--- config.mk ---
export PLATFORM = sky130hd
export DESIGN_NAME = wdg_bus_watchdog
export DESIGN_NICKNAME = d
export VERILOG_FILES = /design/src/rtl/wdg_pkg.sv /design/src/rtl/wdg_rst_sync.sv /design/src/rtl/wdg_svc_decode.sv /design/src/rtl/wdg_timer.sv /design/src/rtl/wdg_rst_fanout.sv /design/src/rtl/wdg_bus_watchdog.sv
export SDC_FILE = /design/constraint.sdc
export NUM_CORES = 1
export LEC_CHECK = 0
export BUFFER_PORTS_ARGS = -buffer_cell sky130_fd_sc_hd__buf_2
export CAP_MARGIN = 20
export CORE_MARGIN = 2
export CORE_UTILIZATION = 55
export DETAILED_ROUTE_END_ITERATION = 8
export PLACE_DENSITY = 0.78
export SETUP_SLACK_MARGIN = 0.1
export SYNTH_ARGS = -nofsm -noshare
export SYNTH_HDL_FRONTEND = slang
export SYNTH_SLANG_ARGS = --single-unit
export TNS_END_PERCENT = 100
--- constraint.sdc ---
create_clock -name clk -period 0.9 [get_ports clk]
set_input_delay 0.045 -clock clk [delete_from_list [all_inputs] [get_ports clk]]
set_output_delay 0.045 -clock clk [all_outputs]
set_load 0.05 [all_outputs]
--- src/rtl/wdg_pkg.sv ---
package wdg_pkg;

  typedef enum logic {
    ST_HOLD = 1'b0,
    ST_RUN  = 1'b1
  } wdg_state_e;

  function automatic int cnt_width(input int unsigned n);
    return (n > 1) ? $clog2(n) : 1;
  endfunction

endpackage

--- src/rtl/wdg_rst_sync.sv ---
module wdg_rst_sync #(
  parameter int STAGES = 2
) (
  input  logic clk,
  input  logic arst_n,
  output logic srst_n
);

  logic [STAGES-1:0] chain_q;
  logic [STAGES-1:0] chain_d;

  always_comb begin
    chain_d = {chain_q[STAGES-2:0], 1'b1};
  end

  always_ff @(posedge clk or negedge arst_n) begin
    if (!arst_n) begin
      chain_q <= '0;
    end else begin
      chain_q <= chain_d;
    end
  end

  assign srst_n = chain_q[STAGES-1];

endmodule

--- src/rtl/wdg_svc_decode.sv ---
module wdg_svc_decode #(
  parameter int                ADDR_W   = 16,
  parameter logic [ADDR_W-1:0] SVC_ADDR = 'h4017
) (
  input  logic [ADDR_W-1:0] addr_i,
  input  logic              rd_i,
  input  logic              cs_i,
  output logic              svc_o
);

  logic addr_hit;

  always_comb begin
    addr_hit = (addr_i == SVC_ADDR);
    svc_o    = cs_i & rd_i & addr_hit;
  end

endmodule

--- src/rtl/wdg_timer.sv ---
module wdg_timer
  import wdg_pkg::*;
#(
  parameter int unsigned TIMEOUT_CYC = 32,
  parameter int unsigned HOLD_CYC    = 4
) (
  input  logic clk,
  input  logic srst_n,
  input  logic svc_i,
  output logic hold_o
);

  localparam int CW = cnt_width(TIMEOUT_CYC);
  localparam int HW = cnt_width(HOLD_CYC);
  localparam logic [CW-1:0] WD_LAST   = CW'(TIMEOUT_CYC - 1);
  localparam logic [HW-1:0] HOLD_LAST = HW'(HOLD_CYC - 1);

  wdg_state_e    state_q, state_d;
  logic [CW-1:0] wd_q, wd_d;
  logic [HW-1:0] hc_q, hc_d;
  logic          wd_en, hc_en, st_en;

  always_comb begin
    state_d = state_q;
    wd_d    = wd_q;
    hc_d    = hc_q;
    wd_en   = 1'b0;
    hc_en   = 1'b0;
    st_en   = 1'b0;
    case (state_q)
      ST_HOLD: begin
        if (hc_q == HOLD_LAST) begin
          state_d = ST_RUN;
          st_en   = 1'b1;
          wd_d    = '0;
          wd_en   = 1'b1;
        end else begin
          hc_d  = hc_q + 1'b1;
          hc_en = 1'b1;
        end
      end
      ST_RUN: begin
        if (svc_i) begin
          wd_d  = '0;
          wd_en = 1'b1;
        end else if (wd_q == WD_LAST) begin
          state_d = ST_HOLD;
          st_en   = 1'b1;
          hc_d    = '0;
          hc_en   = 1'b1;
        end else begin
          wd_d  = wd_q + 1'b1;
          wd_en = 1'b1;
        end
      end
      default: begin
        state_d = ST_HOLD;
        st_en   = 1'b1;
      end
    endcase
  end

  always_ff @(posedge clk or negedge srst_n) begin
    if (!srst_n) begin
      state_q <= ST_HOLD;
    end else if (st_en) begin
      state_q <= state_d;
    end
  end

  always_ff @(posedge clk or negedge srst_n) begin
    if (!srst_n) begin
      wd_q <= '0;
    end else if (wd_en) begin
      wd_q <= wd_d;
    end
  end

  always_ff @(posedge clk or negedge srst_n) begin
    if (!srst_n) begin
      hc_q <= '0;
    end else if (hc_en) begin
      hc_q <= hc_d;
    end
  end

  assign hold_o = (state_q == ST_HOLD);

endmodule

--- src/rtl/wdg_rst_fanout.sv ---
module wdg_rst_fanout #(
  parameter int NUM_CPU = 2
) (
  input  logic               hold_i,
  output logic [NUM_CPU-1:0] cpu_rst_o,
  output logic [NUM_CPU-1:0] vid_rst_o,
  output logic [NUM_CPU-1:0] coin_clr_o
);

  for (genvar g = 0; g < NUM_CPU; g++) begin : g_side
    assign cpu_rst_o[g]  = hold_i;
    assign vid_rst_o[g]  = hold_i;
    assign coin_clr_o[g] = hold_i;
  end

endmodule

--- src/rtl/wdg_bus_watchdog.sv ---
module wdg_bus_watchdog #(
  parameter int unsigned       CLK_HZ      = 1_789_773,
  parameter int unsigned       TIMEOUT_MS  = 1200,
  parameter int unsigned       HOLD_CYC    = 16,
  parameter int                SYNC_STAGES = 2,
  parameter int                ADDR_W      = 16,
  parameter logic [ADDR_W-1:0] SVC_ADDR    = 'h4017,
  parameter int                NUM_CPU     = 2
) (
  input  logic               clk,
  input  logic               rst_n,
  input  logic [ADDR_W-1:0]  sec_addr,
  input  logic               sec_rd,
  input  logic               sec_cs,
  output logic [NUM_CPU-1:0] cpu_rst,
  output logic [NUM_CPU-1:0] vid_rst,
  output logic [NUM_CPU-1:0] coin_clr
);

  localparam int unsigned TIMEOUT_CYC =
    32'((64'(CLK_HZ) * 64'(TIMEOUT_MS)) / 64'd1000);

  logic srst_n;
  logic svc;
  logic hold;

  wdg_rst_sync #(
    .STAGES (SYNC_STAGES)
  ) u_sync (
    .clk    (clk),
    .arst_n (rst_n),
    .srst_n (srst_n)
  );

  wdg_svc_decode #(
    .ADDR_W   (ADDR_W),
    .SVC_ADDR (SVC_ADDR)
  ) u_dec (
    .addr_i (sec_addr),
    .rd_i   (sec_rd),
    .cs_i   (sec_cs),
    .svc_o  (svc)
  );

  wdg_timer #(
    .TIMEOUT_CYC (TIMEOUT_CYC),
    .HOLD_CYC    (HOLD_CYC)
  ) u_tmr (
    .clk    (clk),
    .srst_n (srst_n),
    .svc_i  (svc),
    .hold_o (hold)
  );

  wdg_rst_fanout #(
    .NUM_CPU (NUM_CPU)
  ) u_fan (
    .hold_i     (hold),
    .cpu_rst_o  (cpu_rst),
    .vid_rst_o  (vid_rst),
    .coin_clr_o (coin_clr)
  );

endmodule

==> results of run 1 <==
-- timing repair --
item / 4_1_cts
setup buffers: 11
resized for setup: 47
cloned: 1
endpoints found under the hold margin: 2
pin swaps: 16
hold buffers: 2
endpoints found under the setup margin: 33
-- metrics by stage --
| step | util [%] | instances |
|---|---|---|
| 2_1_floorplan | - | 165 |
| 4_1_cts | 92.1 | 290 |
| 3_3_place_gp | 79.4 | 268 |
| 3_5_place_dp | 79.4 | 268 |
-- Yosys cell counts, types with 2 or more instances --
cell type / n / area share [%]
xor2_1: 5 / 2.7
nand2_1: 15 / 3.5
and3_1: 2 / 0.77
nand4_1: 10 / 3.8
xnor2_1: 7 / 3.8
nor3_2: 3 / 1.8
clkbuf_1: 2 / 0.46
nor4_1: 6 / 2.3
inv_1: 6 / 1.4
and4_1: 2 / 1.1
o21ai_0: 3 / 0.92
nand3_1: 7 / 2.2
buf_4: 6 / 2.8
and2_1: 2 / 0.77
nand2b_1: 3 / 1.2
a21oi_1: 4 / 1.2
dfrtp_1: 29 / 45
or2_2: 2 / 0.77
o22ai_1: 2 / 0.77
a31oi_1: 9 / 3.5
o211ai_1: 2 / 0.92
a41oi_1: 2 / 1.1
nor2_1: 15 / 3.5
ha_1: 3 / 2.3
-- cells by family after synthesis --
family	after synthesis	synth area share, %
multiplexers	2	1.31
other	1	0.231
AO/OA/AOI/OAI	28	12.1
buffers and inverters	15	4.92
XOR/XNOR	12	6.46
adder cells (fa/ha/maj)	3	2.31
flip-flops	29	44.6
AND/OR/NAND/NOR	75	28.1
==> results.py, run 1 <==
metrics = {
    "status": {
        "status": "stopped before the end",
        "stop_stage": "global routing (5_1_grt)",
        "error": "[ERROR DPL-0038] Utilization greater than 100%, impossible to legalize",
    },
    "placed_design": {
        "place_area_mm2": 0.00221,
        "port_buffers": 25,
        "dp_hpwl_um": 3530,
        "place_ws_ns": -0.908,
        "globalplace.congestion": 0.908,
    },
    "clocking": {
        "clockBufferDepth": 2,
        "clockRootBuffer": "clkbuf_4",
        "cts_sinks": 29,
        "htree_levels": 2,
        "cts_buffers": 5,
    },
    "floorplanning": {
        "num_rows": 19,
        "start_util_pct": 58.5,
        "top_level_ports": 26,
        "die-height_um": 58.4,
        "die_w_um": 58.4,
    },
    "synthesis": {
        "synth_edf_count": 0,
        "ys_async_sr_fraction_pct": 100,
        "synth_top_flop_cell": "dfrtp_1",
        "synth.distinct_cells": 42,
        "yosys_warnings": 0,
        "syn_nets": 188,
        "netlist_area_mm2": 0.00163,
        "synth-seq-cells": 29,
        "synth_cells": 165,
        "seq_area_frac_synth_pct": 44.6,
        "avgSynthCellArea_um2": 9.86,
    },
    "sta": {
        "postGrtWorstEndpoint": "u_tmr.wd_q[16]$_DFFE_PN0P_/D",
        "endpoint_type": "register input",
    },
    "grt": {
        "grt_max_degree": 18,
    },
}
==> inputs of run 2 (changes only) <==
--- a/config.mk
+++ b/config.mk
@@ -8,10 +8,9 @@
 export BUFFER_PORTS_ARGS = -buffer_cell sky130_fd_sc_hd__buf_2
 export CAP_MARGIN = 20
 export CORE_MARGIN = 2
-export CORE_UTILIZATION = 55
+export CORE_UTILIZATION = 40
 export DETAILED_ROUTE_END_ITERATION = 8
-export PLACE_DENSITY = 0.78
-export SETUP_SLACK_MARGIN = 0.1
+export PLACE_DENSITY_LB_ADDON = 0.15
 export SYNTH_ARGS = -nofsm -noshare
 export SYNTH_HDL_FRONTEND = slang
 export SYNTH_SLANG_ARGS = --single-unit
==> run 2 against run 1 <==
  * The flow now finishes, with violations (negative setup slack)
  * Synthesized area unchanged
  * Synthesized cell count unchanged
==> results.py, run 2 <==
metrics = {
    "sta": {
        "holdWs_ns": 0.0748,
        "rsz0062_at_grt": "yes",
        "fin_crit_sh_pct": 197,
        "hold_viol": 0,
        "finalWorstSetupSlack_ns": -0.874,
        "fin_crit_ns": 1.77,
        "final_max_slew_viol_count": 0,
        "clock_skew_ns": 0.00468,
        "setup_viol": 33,
        "max_clock_freq_mhz": 564,
    },
    "floorplanning": {
        "num_rows": 23,
        "fp.coreArea_mm2": 0.00394,
        "start_util_pct": 41.3,
        "die_w_um": 67.8,
        "top_level_ports": 26,
        "die-height_um": 67.8,
        "die-area_mm2": 0.00459,
    },
    "layout": {
        "largest_reg_flops": 22,
        "regMostFlops": "u_tmr.wd_q",
        "final_area_mm2": 0.00269,
        "drive_gt1_share_pct": 54.3,
        "areaGrowthSynthToFinish_pct": 65.3,
        "final_cell_mix": "buf_4 (50), dfrtp_1 (28), buf_2 (19)",
        "layout_commonest_cell": "buf_4",
        "final_net_count": 276,
        "largestRegisters": "u_tmr.wd_q (22), u_tmr.hc_q (4), u_sync.chain_q (2)",
        "antenna_cells": 0,
    },
    "synthesis": {
        "yosysMostFrequentCell": "dfrtp_1",
        "ys_async_sr_fraction_pct": 100,
        "synthTopCellsByArea": "dfrtp_1 (45%), nand4_1 (3.8%), xnor2_1 (3.8%), a31oi_1 (3.5%), nand2_1 (3.5%)",
        "yosys.area.top_type": "dfrtp_1",
        "avgSynthCellArea_um2": 9.86,
        "yosys_warnings": 0,
        "yosys.area.top_type_share_pct": 44.6,
        "synth_cells": 165,
        "seq_area_frac_synth_pct": 44.6,
        "netlist_area_mm2": 0.00163,
        "synth.distinct_cells": 42,
        "synth_edf_count": 0,
        "synth_common_cells": "dfrtp_1 (29), nand2_1 (15), nor2_1 (15)",
        "synth-seq-cells": 29,
        "syn_nets": 188,
        "synth_top_flop_cell": "dfrtp_1",
    },
    "routing": {
        "routed_wl_um": 4870,
        "drc": 0,
        "routedWlPerCell_um": 16.0,
        "drt_first_iter_violations": 82,
        "vias_per_cell": 5.49,
        "drtPass1Iterations": 4,
        "antenna_left": 0,
        "via_count": 1668,
    },
    "grt": {
        "grt_overflow": 0,
        "grt_max_degree": 28,
        "grt_pass1_wl_um": 7670,
        "grt_usage_pct": 23.0,
        "grt_pass1_vias": 1620,
        "grt_antenna_before_repair": 0,
    },
    "setup_path": {
        "crit_type": "reg -> reg",
        "crit_path_start_kind": "flop",
        "worst_ep_arrival_time_ns": 1.94,
        "worst-path-max-fanout": 4,
        "crit_required_ns": 1.07,
        "crit_path_end_kind": "flop",
    },
    "placed_design": {
        "port_buffers": 25,
        "dp_hpwl_um": 3240,
        "globalplace.congestion": 0.883,
        "place_area_mm2": 0.00217,
    },
    "clocking": {
        "cts_tree": "yes",
        "cts.clk_slew.worst_paths_ns": 0.06,
        "clk_latency_ns": 0.28,
        "clockBufferDepth": 2,
        "htree_levels": 2,
        "cts_buffers": 5,
        "clockRootBuffer": "clkbuf_8",
        "cts_sinks": 29,
    },
    "run": {
        "drv_cap": 0,
    },
    "power": {
        "p_leak_nw": 1.17,
        "peakVddDrop_v": 0.000869,
        "p_per_area_mw_per_mm2": 1000,
    },
    "status": {
        "violations": "negative setup slack",
        "status": "finished, violations left",
    },
    "worst_hold_path": {
        "hold_class": "in -> async",
    },
}
==> run 2: report_power, final <==
part	switching (mW)	internal (mW)	leakage [nW]	total [mW]
registers	0.0522	1.35	0.312	1.40
clock network	0.466	0.547	0.0395	1.01
logic	0.139	0.143	0.820	0.281
==> run 2: logic make-up (layout without fill, tap and decap cells) <==
group,count (synthesis),after routing,share of synthesized area (%)
simple gates,75,75,28.1
flops,29,29,44.6
compound gates,28,28,12.1
buf+inv,15,104,4.92
xor+xnor,12,12,6.46
fa+ha+maj,3,3,2.31
mux,2,2,1.31
other cells,1,1,0.231
==> run 2: path summary, 6_finish.rpt <==
kind | slack (ns) | to | startpoint | cells past startpoint
setup / recovery | -0.87 | u_tmr.wd_q[19]$_DFFE_PN0P_ | u_tmr.hc_q[1]$_DFFE_PN0P_ | 6
hold / removal | 0.07 | u_sync.chain_q[1]$_DFF_PN0_ | rst_n | 2
setup reg to reg | -0.87 | u_tmr.wd_q[19]$_DFFE_PN0P_ | u_tmr.hc_q[1]$_DFFE_PN0P_ | 6
hold reg to reg | 0.21 | u_tmr.wd_q[7]$_DFFE_PN0P_ | u_sync.chain_q[1]$_DFF_PN0_ | 1
max in group asynchronous | 0.52 | u_tmr.wd_q[1]$_DFFE_PN0P_ | u_sync.chain_q[1]$_DFF_PN0_ | 1
min in group clk | 0.36 | u_sync.chain_q[1]$_DFF_PN0_ | u_sync.chain_q[0]$_DFF_PN0_ | 0
==> run 2: timing repair <==
action	in CTS	in global routing
gates cloned	0	0
hold buffers	1	0
setup endpoints to repair	33	33
resized for setup	50	17
pin swaps	19	14
buffers inserted	12	6
endpoints found under the hold margin	2	0
==> run 2: layout make-up <==
type	count	area [um^2]
fill	280	1250
multi-input combinational	121	1070
tap	50	62.6
sequential	29	727
timing repair buffer	90	729
clock buffer	8	80.1
inverter	6	22.5
==> run 2: critical path, cell delays in order, from the launching register on <==
cell	delay [ns]
dfrtp_1	0.39
ha_4	0.16
a31oi_4	0.11
or4b_4	0.61
nor4_4	0.18
xnor2_1	0.17
nor2_2	0.04
==> run 2: per-stage QoR <==
stage                     power (mW)  TNS (ns)  cells  setup WS (ns)  utilization, %
final                           2.69    -22.74    304         -0.874            68.2
after global routing            2.81    -25.55    304         -0.985            68.2
after CTS                       2.69    -22.56    300         -0.878            65.1
after detailed placement        1.66    -21.57    279         -0.886            55.1
after global placement          1.65    -20.43    279         -0.837            55.1
after floorplan                 1.51    -19.38    165         -0.859               -
==> run 2: routing by layer <==
layer	vias to the layer above	share of wire, %	track usage (%)
li1	781	-	-
met1	822	41	28.4
met2	56	52	38.7
met3	9	5.9	5.83
met4	0	1.5	8.00
met5	-	0	0
Power figures use the tool's default switching activity.
